==> config.mk <==
export PLATFORM = sky130hd
export DESIGN_NAME = mem_sleep_ctrl
export DESIGN_NICKNAME = d
export VERILOG_FILES = /design/src/rtl/mem_sleep_pkg.sv /design/src/rtl/sleep_sync.sv /design/src/rtl/sleep_fsm.sv /design/src/rtl/access_guard.sv /design/src/rtl/mem_sleep_ctrl.sv
export SDC_FILE = /design/constraint.sdc
export NUM_CORES = 1
export LEC_CHECK = 0
export BUFFER_PORTS_ARGS = -buffer_cell sky130_fd_sc_hd__buf_2
export CORE_AREA = 3 3 40 42
export CTS_BUF_LIST = sky130_fd_sc_hd__clkbuf_8
export DETAILED_ROUTE_END_ITERATION = 6
export DIE_AREA = 0 0 43 45
export REMOVE_ABC_BUFFERS = 1
export SLEW_MARGIN = 20
export SYNTH_ARGS = -nofsm -noshare
export SYNTH_HDL_FRONTEND = slang
export SYNTH_SLANG_ARGS = --single-unit
export TNS_END_PERCENT = 30
==> constraint.sdc <==
create_clock -name clk -period 1.6 [get_ports clk]
set_input_delay 0.08 -clock clk [delete_from_list [all_inputs] [get_ports clk]]
set_output_delay 0.08 -clock clk [all_outputs]
set_load 0.1 [all_outputs]
==> src/rtl/mem_sleep_pkg.sv <==
package mem_sleep_pkg;
  typedef enum logic [1:0] {
    ST_AWAKE   = 2'd0,
    ST_ENTER   = 2'd1,
    ST_ASLEEP  = 2'd2,
    ST_RECOVER = 2'd3
  } slp_state_t;
endpackage

==> src/rtl/sleep_sync.sv <==
// Flop chain that moves the asynchronous sleep request into the clock domain.
module sleep_sync #(
  parameter int STAGES = 2
) (
  input  logic clk,
  input  logic rst,
  input  logic d_i,
  output logic q_o
);
  logic [STAGES-1:0] chain_q;

  generate
    if (STAGES == 1) begin : g_single
      always_ff @(posedge clk) begin
        if (rst) chain_q <= '0;
        else     chain_q <= d_i;
      end
    end else begin : g_multi
      always_ff @(posedge clk) begin
        if (rst) chain_q <= '0;
        else     chain_q <= {chain_q[STAGES-2:0], d_i};
      end
    end
  endgenerate

  assign q_o = chain_q[STAGES-1];
endmodule

==> src/rtl/sleep_fsm.sv <==
// Four-state sequencer with timed entry and recovery phases.
module sleep_fsm
  import mem_sleep_pkg::*;
#(
  parameter int ENTER_CYCLES = 2,
  parameter int EXIT_CYCLES  = 2
) (
  input  logic clk,
  input  logic rst,
  input  logic req_i,
  output logic entry_start_o,
  output logic access_ok_o,
  output logic asleep_o,
  output logic recovering_o
);
  localparam int MAXC  = (ENTER_CYCLES > EXIT_CYCLES) ? ENTER_CYCLES : EXIT_CYCLES;
  localparam int CNT_W = (MAXC > 1) ? $clog2(MAXC) : 1;
  localparam logic [CNT_W-1:0] ENT_LOAD = CNT_W'(ENTER_CYCLES - 1);
  localparam logic [CNT_W-1:0] EXT_LOAD = CNT_W'(EXIT_CYCLES - 1);

  slp_state_t       state_q, state_d;
  logic [CNT_W-1:0] cnt_q, cnt_d;

  always_comb begin
    state_d = state_q;
    cnt_d   = cnt_q;
    unique case (state_q)
      ST_AWAKE: begin
        if (req_i) begin
          state_d = ST_ENTER;
          cnt_d   = ENT_LOAD;
        end
      end
      ST_ENTER: begin
        if (cnt_q == '0) state_d = ST_ASLEEP;
        else             cnt_d   = cnt_q - 1'b1;
      end
      ST_ASLEEP: begin
        if (!req_i) begin
          state_d = ST_RECOVER;
          cnt_d   = EXT_LOAD;
        end
      end
      ST_RECOVER: begin
        if (cnt_q == '0) state_d = ST_AWAKE;
        else             cnt_d   = cnt_q - 1'b1;
      end
      default: state_d = ST_AWAKE;
    endcase
  end

  assign entry_start_o = (state_q == ST_AWAKE) && req_i;

  always_ff @(posedge clk) begin
    if (rst) begin
      state_q      <= ST_AWAKE;
      cnt_q        <= '0;
      access_ok_o  <= 1'b1;
      asleep_o     <= 1'b0;
      recovering_o <= 1'b0;
    end else begin
      state_q      <= state_d;
      cnt_q        <= cnt_d;
      access_ok_o  <= (state_d == ST_AWAKE);
      asleep_o     <= (state_d == ST_ASLEEP);
      recovering_o <= (state_d == ST_RECOVER);
    end
  end

  // Window counters that measure phase lengths from the outputs alone.
  logic [CNT_W:0] ent_run_q, rec_run_q;
  logic           entering_seen;
  assign entering_seen = !access_ok_o && !asleep_o && !recovering_o;

  always_ff @(posedge clk) begin
    if (rst) begin
      ent_run_q <= '0;
      rec_run_q <= '0;
    end else begin
      ent_run_q <= entering_seen ? ent_run_q + 1'b1 : '0;
      rec_run_q <= recovering_o  ? rec_run_q + 1'b1 : '0;
    end
  end

  assert_entry_len_R3: assert property (@(posedge clk) disable iff (rst)
    $rose(asleep_o) |-> (ent_run_q == (CNT_W+1)'(ENTER_CYCLES)));

  assert_recover_len_R5: assert property (@(posedge clk) disable iff (rst)
    $rose(access_ok_o) |-> (rec_run_q == (CNT_W+1)'(EXIT_CYCLES)));

  assert_wake_via_recover_R5: assert property (@(posedge clk) disable iff (rst)
    $fell(asleep_o) |-> recovering_o);

  assert_hold_asleep_R4: assert property (@(posedge clk) disable iff (rst)
    (asleep_o && $past(asleep_o) && req_i) |=> asleep_o);
endmodule

==> src/rtl/access_guard.sv <==
// Forwards select/strobe lines only while permitted; flags misuse and aborts.
module access_guard #(
  parameter int N_LINES = 2
) (
  input  logic               clk,
  input  logic               rst,
  input  logic               ok_i,
  input  logic               entry_start_i,
  input  logic               pend_i,
  input  logic [N_LINES-1:0] line_i,
  output logic [N_LINES-1:0] go_o,
  output logic               abort_o,
  output logic               viol_o
);
  genvar gi;
  generate
    for (gi = 0; gi < N_LINES; gi++) begin : g_line
      always_ff @(posedge clk) begin
        if (rst) go_o[gi] <= 1'b0;
        else     go_o[gi] <= line_i[gi] & ok_i;
      end
    end
  endgenerate

  always_ff @(posedge clk) begin
    if (rst) begin
      abort_o <= 1'b0;
      viol_o  <= 1'b0;
    end else begin
      abort_o <= entry_start_i & pend_i;
      viol_o  <= viol_o | (!ok_i & (|line_i));
    end
  end

  assert_viol_sticky_R8: assert property (@(posedge clk) disable iff (rst)
    viol_o |=> viol_o);

  assert_abort_pulse_R9: assert property (@(posedge clk) disable iff (rst)
    abort_o |=> !abort_o);

  assert_abort_closes_R9: assert property (@(posedge clk) disable iff (rst)
    abort_o |-> !ok_i);

  assert_fwd_blocked_R7: assert property (@(posedge clk) disable iff (rst)
    (|go_o) |-> $past(ok_i));
endmodule

==> src/rtl/mem_sleep_ctrl.sv <==
module mem_sleep_ctrl #(
  parameter int SYNC_STAGES  = 2,
  parameter int ENTER_CYCLES = 2,
  parameter int EXIT_CYCLES  = 2
) (
  input  logic clk,
  input  logic rst,
  input  logic sleep_req_i,
  input  logic sel_i,
  input  logic strobe_i,
  input  logic pend_i,
  output logic access_ok_o,
  output logic asleep_o,
  output logic recovering_o,
  output logic sel_go_o,
  output logic strobe_go_o,
  output logic abort_o,
  output logic viol_o
);
  localparam int N_LINES = 2;

  logic               req_sync;
  logic               entry_start;
  logic [N_LINES-1:0] lines, go;

  assign lines = {strobe_i, sel_i};

  sleep_sync #(.STAGES(SYNC_STAGES)) u_sync (
    .clk (clk),
    .rst (rst),
    .d_i (sleep_req_i),
    .q_o (req_sync)
  );

  sleep_fsm #(.ENTER_CYCLES(ENTER_CYCLES), .EXIT_CYCLES(EXIT_CYCLES)) u_fsm (
    .clk           (clk),
    .rst           (rst),
    .req_i         (req_sync),
    .entry_start_o (entry_start),
    .access_ok_o   (access_ok_o),
    .asleep_o      (asleep_o),
    .recovering_o  (recovering_o)
  );

  access_guard #(.N_LINES(N_LINES)) u_guard (
    .clk           (clk),
    .rst           (rst),
    .ok_i          (access_ok_o),
    .entry_start_i (entry_start),
    .pend_i        (pend_i),
    .line_i        (lines),
    .go_o          (go),
    .abort_o       (abort_o),
    .viol_o        (viol_o)
  );

  assign sel_go_o    = go[0];
  assign strobe_go_o = go[1];

  assert_states_exclusive_R3: assert property (@(posedge clk) disable iff (rst)
    $onehot0({access_ok_o, asleep_o, recovering_o}));
endmodule

Word-level counts from Yosys, hierarchy flattened
Cells that the tools add are included.
- muxes and demuxes: 9
- equal/unequal tests: 7
- order comparisons: 0
- bitwise gates (word level): 5
- $add $sub $neg: 1
- shift operators: 0
- reductions and logical operators: 7
- multiply operators: 0
- div/mod/pow operators: 0
- operators with widths (kind ; count):
    == test 2 bit (second input constant) ; 4
    two-way mux 2 bit ; 4
    case mux 2 bit (4 select lines) ; 1
    bitwise AND 1 bit ; 4
    zero test 2 bit ; 2
    inequality test 2 bit (second input constant) ; 2
    OR reduction 2 bit ; 2
    two-way mux 1 bit ; 3
    case mux 1 bit (3 select lines) ; 1
    == test 2 x 1 -> 1 bit (second input constant) ; 1
    AND reduction 2 bit ; 1
    logical AND 1 bit ; 1
    zero test 1 bit ; 1
    bitwise OR 1 bit ; 1
    subtractor 1 bit (second input constant) ; 1
- flip-flop bits (word level): 12
- bits in latches: 0
- input port bits: 6
- bits in read-only memories: 0
- RAM bits: 0
- output and inout bits: 7
- memories: 0

Logic depth before layout (Yosys ltp)
Gate-level depths: netlist of run 1.
- word-level depth: 3
- mapped depth: 4

By module
Synthesis of run 1 repeated with hierarchy kept, for this count alone.
- cells, all modules: 38
- area total of the unflattened synthesis: 407.9 um2
- modules (own cells, without submodules) (module ; instances ; sequential area each (um2) ; area each (um2) ; cells each):
    sleep_fsm ; 1 ; 120.1 ; 231.5 ; 23
    access_guard ; 1 ; 80.1 ; 123.9 ; 11
    sleep_sync ; 1 ; 40.0 ; 52.6 ; 4

Worst setup path after synthesis of run 1
No wires, ideal clock.
- path kind: flip-flop to flip-flop
- start point: register u_fsm.access_ok_o
- end point: register u_guard.viol_o
- cell stages (with the launch flop): 3
- period minus slack after synthesis: 1.342 ns
- path slack: 0.258 ns
- required time: 1.480 ns
- arrival time: 1.222 ns
- cells stage by stage: dfxtp_1 -> o21bai_1 -> a21oi_1
- word-level cells in the longest chain between the ends: 3
- ends and longest elaborated chain (item ; line ; source):
    from (decl) ; sleep_fsm.sv:12 ; output logic access_ok_o,
    from (signal assigned) ; sleep_fsm.sv:64 ; access_ok_o <= (state_d == ST_AWAKE);
    zero test 1 bit ; access_guard.sv:31 ; viol_o <= viol_o | (!ok_i & (|line_i));
    bitwise AND 1 bit ; access_guard.sv:31 ;
    bitwise OR 1 bit ; access_guard.sv:31 ;
    to (signal assigned) ; access_guard.sv:31 ;
    to (decl) ; access_guard.sv:13 ; output logic viol_o
No other way between the ends.
A chain may end at the register's enable or synchronous reset.

Worst setup path in the final report of run 1
- start point: register u_fsm.access_ok_o
- end point: output access_ok_o
- RTL lines (item ; line ; source):
    to (decl) ; mem_sleep_ctrl.sv:12 ; output logic access_ok_o,
No word-level cell between the ends.

==> summary.md, run 1 <==
| Metric | Value |
|---|---|
| Status | `finished, final reports clean` |
| Row cnt | `13` |
| Async SR Flop Fraction | `0` |
| Worst path bufs/invs | `1` |
| Buffers on Ports | `12` |
| Crit path max-delay family | `buffers and inverters` |
| Syn_area_per_cell | `11.5 sq um` |
| #FFs+latches synth | `12` |
| CP startpoint kind | `flop` |
| Ys Warns | `0` |
| Seq/Total Area, Yosys | `0.563` |
| Pwr per Cell Area | `1580 nW/um^2` |
| Max-Slew Margin vs Limit | `0.679` |
| DR pass1 iterations | `2` |
| Crit path required time | `1520 ps` |
| CTS tree | `done` |
| Largest area contributor in the netlist | `dfxtp_1` |
| # setup viols final | `0` |
| Largest net degree at the start of global routing | `12` |
| CTS Root Cell | `clkbuf_8` |
| Number of routed nets with antenna violations | `0` |
| Worst setup margin | `509 ps` |
| Syn Inst Count | `37` |
| Clock transition at path regs | `50 ps` |
| CTS sink count | `12` |
| Worst Path Class, Setup | `flop to primary output` |
| Vias | `278` |
| Clock skew | `1.45 ps` |
| Hold Vio Cnt, Final | `0` |
| Total gr overflow | `0` |
| Layout cell share with drive strength beyond 1 | `0.420` |
| Clk buf depth | `2` |
| Setup Total Neg Slack | `0 ps` |
| Largest stage delay, worst path | `440 ps` |
| # H-tree levels | `1` |
| WL/cell | `9.35 microns` |
| CP Data Arrival Time | `1010 ps` |
| Crit-path cells | `buf_2` |
| Post-CTS Setup Bufs | `0` |
| Post-DR vias/cell | `4.28` |
| TritonCTS buffer count | `3` |
| 1st-iter DRT viols | `3` |
| Die Footprint | `1940 sq um` |
| Nets@finish | `58` |
| CP max-delay cell | `buf_2` |
| Largest cells by area after synthesis | `dfxtp_1, a21oi_2, and3b_1` |
| Fin crit period | `1090 ps` |
| Yosys cell types | `20` |
| Worst-Margin Slew | `484 ps` |
| Antenna diode count | `0` |
| Count of final max-slew check failures | `0` |
| Vias in the first global route | `243` |
| Post-synthesis instance area | `427 sq um` |
| Crit share post-route | `0.682` |
| Crit-path max FO | `4` |
| Post-synth EDFFs | `0` |
| RSZ-0062 raised after global routing | `false` |
| Initial antenna violation count | `0` |
| Insertion delay to the later sink of the worst-skew pair | `230 ps` |
| Ys flop type | `dfxtp_1` |
| First-pass GRT wire length | `993 microns` |
| Initial Util | `0.332` |
| Count leader, synth | `dfxtp_1` |
| Pleak | `0.240 nW` |
| Core Area | `1280 sq um` |
| Placement Setup Slack | `662 ps` |
| HP Class | `input port to flop` |
| FMAX | `0.916 GHz` |
| Max-Cap Viols | `0` |
| Crit. End Element | `primary output` |
| # DRC | `0` |
| Final WL | `608 microns` |
| Area Overhead vs Synth | `24.6%` |
| CTS Hold Bufs | `0` |
| Die width | `43 microns` |
| Worst vdd ir | `0.561 mV` |
| Die H | `45 microns` |
| Top cell type's share of synthesized area | `0.563` |
| GRT Total Usage | `0.0720` |
| Post-CTS Resized | `0` |
| I/O pins | `13` |
| Routability cong. | `0.730` |
## report_power, final
part / switching [mW] / total [mW] / leakage (nW) / internal [mW]
logic: 0.165 / 0.225 / 0.120 / 0.0601
clock network: 0.0931 / 0.257 / 0.0216 / 0.164
registers: 0.0258 / 0.359 / 0.0985 / 0.333
total: 0.284 / 0.841 / 0.240 / 0.558
## state kept, by name, summed over array words and instances (netlist names)
register / flops
u_fsm.access_ok_o: 1
u_guard.abort_o: 1
u_fsm.recovering_o: 1
u_fsm.asleep_o: 1
u_guard.viol_o: 1
u_sync.chain_q: 2
u_fsm.state_q: 2
u_guard.go_o: 2
u_fsm.cnt_q: 1
## cell usage in the layout (no fill, tap or decap), types with 2 or more instances in the layout
cell,instances
buf_2,12
dfxtp_1,12
clkbuf_8,3
and3b_1,2
nor2b_1,2
nand2b_1,2
a21oi_2,2
a21oi_1,2
## path summary, 6_finish.rpt
path / slack (ps) / end / from / cells past startpoint
setup / recovery: 510 / access_ok_o / u_fsm.access_ok_o / 1
setup reg to reg: 660 / u_fsm.recovering_o / u_fsm.state_q[0] / 3
hold reg to reg: 430 / u_sync.chain_q[1] / u_sync.chain_q[0] / 1
hold / removal: 60 / u_sync.chain_q[0] / sleep_req_i / 2
## kinds of logic (layout without fill, tap and decap cells)
kind of cell | after synthesis | after routing | share of synthesized area
DFF | 12 | 12 | 0.563
and+or+nand+nor | 14 | 14 | 0.255
xor gates and xnor gates | 1 | 1 | 0.0205
buffers and inverters | 3 | 16 | 0.0440
AOI/OAI and AO/OA | 7 | 7 | 0.117
## stage by stage
stage | area, sq um | hold slack (ps) | cells | utilization | power (mW)
floorplan | 412 | 142 | 35 | - | 0.553
global placement | 490 | 292 | 62 | 0.382 | 0.591
detailed placement | 490 | 293 | 62 | 0.382 | 0.591
CTS | 532 | 52.4 | 65 | 0.414 | 0.855
global route | 532 | 70.5 | 65 | 0.414 | 0.885
finish | 532 | 56.1 | 65 | 0.414 | 0.841
## area by class of cell
type,instances,area [sq um]
inverter,1,3.75
sequential,12,240
fill,133,753
tap,15,18.8
multi-input combinational,22,168
clock buffer,3,41.3
timing repair buffer,12,60.1
## metal layers
metal | part of all wire | up-vias | track usage | wire length (microns)
met5 | 0 | - | 0 | 0
met4 | 0 | 0 | 0.0361 | 0
met3 | 0.082 | 0 | 0.0359 | 50
met2 | 0.45 | 9 | 0.102 | 271
met1 | 0.47 | 118 | 0.0905 | 286
li1 | - | 151 | - | -
No activity file was read; power rests on OpenSTA's default activity.
==> inputs of run 2 (changes only) <==
==> constraint.sdc (replaced) <==
create_clock -name clk -period 1 [get_ports clk]
set_input_delay 0.05 -clock clk [delete_from_list [all_inputs] [get_ports clk]]
set_output_delay 0.05 -clock clk [all_outputs]
set_load 0.1 [all_outputs]
==> run 2 against run 1 <==
Total power increased by 73%. Routed wire length rose by 4.1%. Sequential share of layout area decreased by 7.2 points. Hold slack got worse by 23 ps. Utilization rose by 8.4 points. Via count grew 4.0%. Register-to-register slack got worse by 560 ps. Highest routed layer unchanged. Count of clock-buffer cells in the layout did not move. Critical path depth is 2 higher. Die area is the same.
==> summary.md, run 2 (synthesized netlist as in run 1, its figures left out) <==
| Metric | Value |
|---|---|
| Status | `finished, final reports clean` |
| CP max-delay cell | `dfxtp_1` |
| Crit path required time | `1120 ps (-400 ps)` |
| Die width | `43 microns (unchanged)` |
| # setup viols final | `0 (unchanged)` |
| Busiest grt layer | `met2` |
| Routability cong. | `0.770 (+5.6%)` |
| Largest stage delay, worst path | `300 ps (-140 ps)` |
| Biggest registers after layout | `u_fsm.state_q (2), u_guard.go_o (2), u_sync.chain_q (2)` |
| Max-Slew Margin vs Limit | `0.848 (+0.168)` |
| CTS Root Cell | `clkbuf_8` |
| HP Class | `input port to flop` |
| Clock skew | `0.443 ps (-1.01 ps)` |
| Met2 GRT Util | `0.0958 (-0.00599)` |
| Tot Pwr | `1.45 mW (+73%)` |
| TritonCTS buffer count | `3 (unchanged)` |
| CTS Hold Bufs | `0 (unchanged)` |
| Filler cell count | `115 (-14%)` |
| Count of final max-slew check failures | `0 (unchanged)` |
| Hold Slack | `33.4 ps (-22.7 ps)` |
| Commonest non-fill, non-tap cell in the layout | `dfxtp_1` |
| Pwr per Cell Area | `2270 nW/um^2 (+44%)` |
| Die Footprint | `1940 sq um (unchanged)` |
| CTS tree | `done` |
| Placed cells | `62 (unchanged)` |
| # DRC | `0 (unchanged)` |
| Worst vdd ir | `1.01 mV (+79%)` |
| Register Area | `243 sq um (+1.0%)` |
| I/O pins | `13 (unchanged)` |
| Final WL | `633 microns (+4.1%)` |
| Commonest non-fill, non-tap cells in the layout | `dfxtp_1, buf_12, buf_2, clkbuf_8` |
| Area Overhead vs Synth | `49.9%` |
| Antenna diode count | `0 (unchanged)` |
| Number of routed nets with antenna violations | `0 (unchanged)` |
| Final Cell Area | `639 sq um (+20%)` |
| Initial Util | `0.332 (unchanged)` |
| Final Util | `0.498 (+0.0837)` |
| Crit. End Element | `flop` |
| Pleak | `0.267 nW (+11%)` |
| Crit share post-route | `0.896` |
| Worst setup margin | `104 ps (-405 ps)` |
| Hold Vio Cnt, Final | `0 (unchanged)` |
| Worst-Margin Slew | `225 ps (-259 ps)` |
| Core Area | `1280 sq um (unchanged)` |
| GRT Total Usage | `0.0688 (-0.00317)` |
| Row cnt | `13 (unchanged)` |
| GR Util met3 | `0.0518 (+0.0159)` |
| RSZ-0062 raised after global routing | `false` |
| Post-DR vias/cell | `4.45 (+4.0%)` |
| Placed cell areas | `596 sq um (+21%)` |
| Insertion delay to the later sink of the worst-skew pair | `230 ps (about the same)` |
| Placement Setup Slack | `67.5 ps (-594 ps)` |
| First-pass GRT wire length | `952 microns (-4.1%)` |
| DR pass1 iterations | `1 (-1)` |
| Vias | `289 (+4.0%)` |
| Grt met1 use | `0.0837 (-0.00672)` |
| 1st-iter DRT viols | `0 (-3)` |
| Initial antenna violation count | `0 (unchanged)` |
| FMAX | `1.12 GHz` |
| Total gr overflow | `0 (unchanged)` |
| Crit-path max FO | `4 (unchanged)` |
| Largest net degree at the start of global routing | `12 (unchanged)` |
| WL/cell | `9.74 microns (+4.1%)` |
| Final std cells w/o fill | `65 (unchanged)` |
| Max-Cap Viols | `0 (unchanged)` |
| Area occupied by multi-input gates | `168 sq um (unchanged)` |
| Setup Total Neg Slack | `0 ps (unchanged)` |
| Fin crit period | `896 ps` |
| Clock transition at path regs | `50 ps (about the same)` |
| Nets@finish | `58 (unchanged)` |
| Die H | `45 microns (unchanged)` |
| Buffers on Ports | `12 (unchanged)` |
| CP startpoint kind | `flop` |
| CP Data Arrival Time | `1020 ps (about the same)` |
| Layout cell share with drive strength beyond 1 | `0.460 (+0.0400)` |
| Vias in the first global route | `238 (-2.1%)` |
| Crit-path cells | `and2b_4 -> nor2_2 -> and3_1` |
| Clk buf depth | `2 (unchanged)` |
| Worst Path Class, Setup | `flop to flop` |
| HPWL after DPL | `468 microns` |
| CTS sink count | `12 (unchanged)` |
| # H-tree levels | `1 (unchanged)` |
==> run 2: critical path, delay by kind of cell (launching register included) <==
family,cells,cell delay [ps]
AND/OR/NAND/NOR,3,490
flip-flops,1,300
==> run 2: cell type report <==
type,instances,share of cell area
Timing Repair Buffer,12,0.258
Sequential cell,12,0.380
Clock buffer,3,0.0646
Tap cell,15,0.0294
Inverter,1,0.00587
Multi-Input combinational cell,22,0.262
==> run 2: worst paths after layout <==
path                           from                 end  slack [ps]  cells after the start
setup / recovery        u_fsm.cnt_q  u_fsm.recovering_o         100                      3
hold / removal          sleep_req_i   u_sync.chain_q[0]          30                      2
setup reg to reg        u_fsm.cnt_q  u_fsm.recovering_o         100                      3
hold reg to reg   u_sync.chain_q[0]   u_sync.chain_q[1]         440                      1
==> run 2: per-layer routing <==
layer	share of wire	wire [microns]	vias up
met3	0.096	61	0
met4	0	0	0
li1	-	-	153
met2	0.44	276	11
met5	0	0	-
met1	0.47	296	125
==> run 2: repair_timing <==
item                                    4_1_cts  5_1_grt
endpoints found under the setup margin        0        2
setup buffers                                 0        0
resized for setup                             0        2
==> run 2: report_power, final <==
| group | internal (mW) | switching (mW) | total (mW) |
|---|---|---|---|
| sequential | 0.537 | 0.0568 | 0.594 |
| combinational | 0.179 | 0.267 | 0.446 |
| clock | 0.263 | 0.149 | 0.412 |
| total | 0.980 | 0.473 | 1.45 |
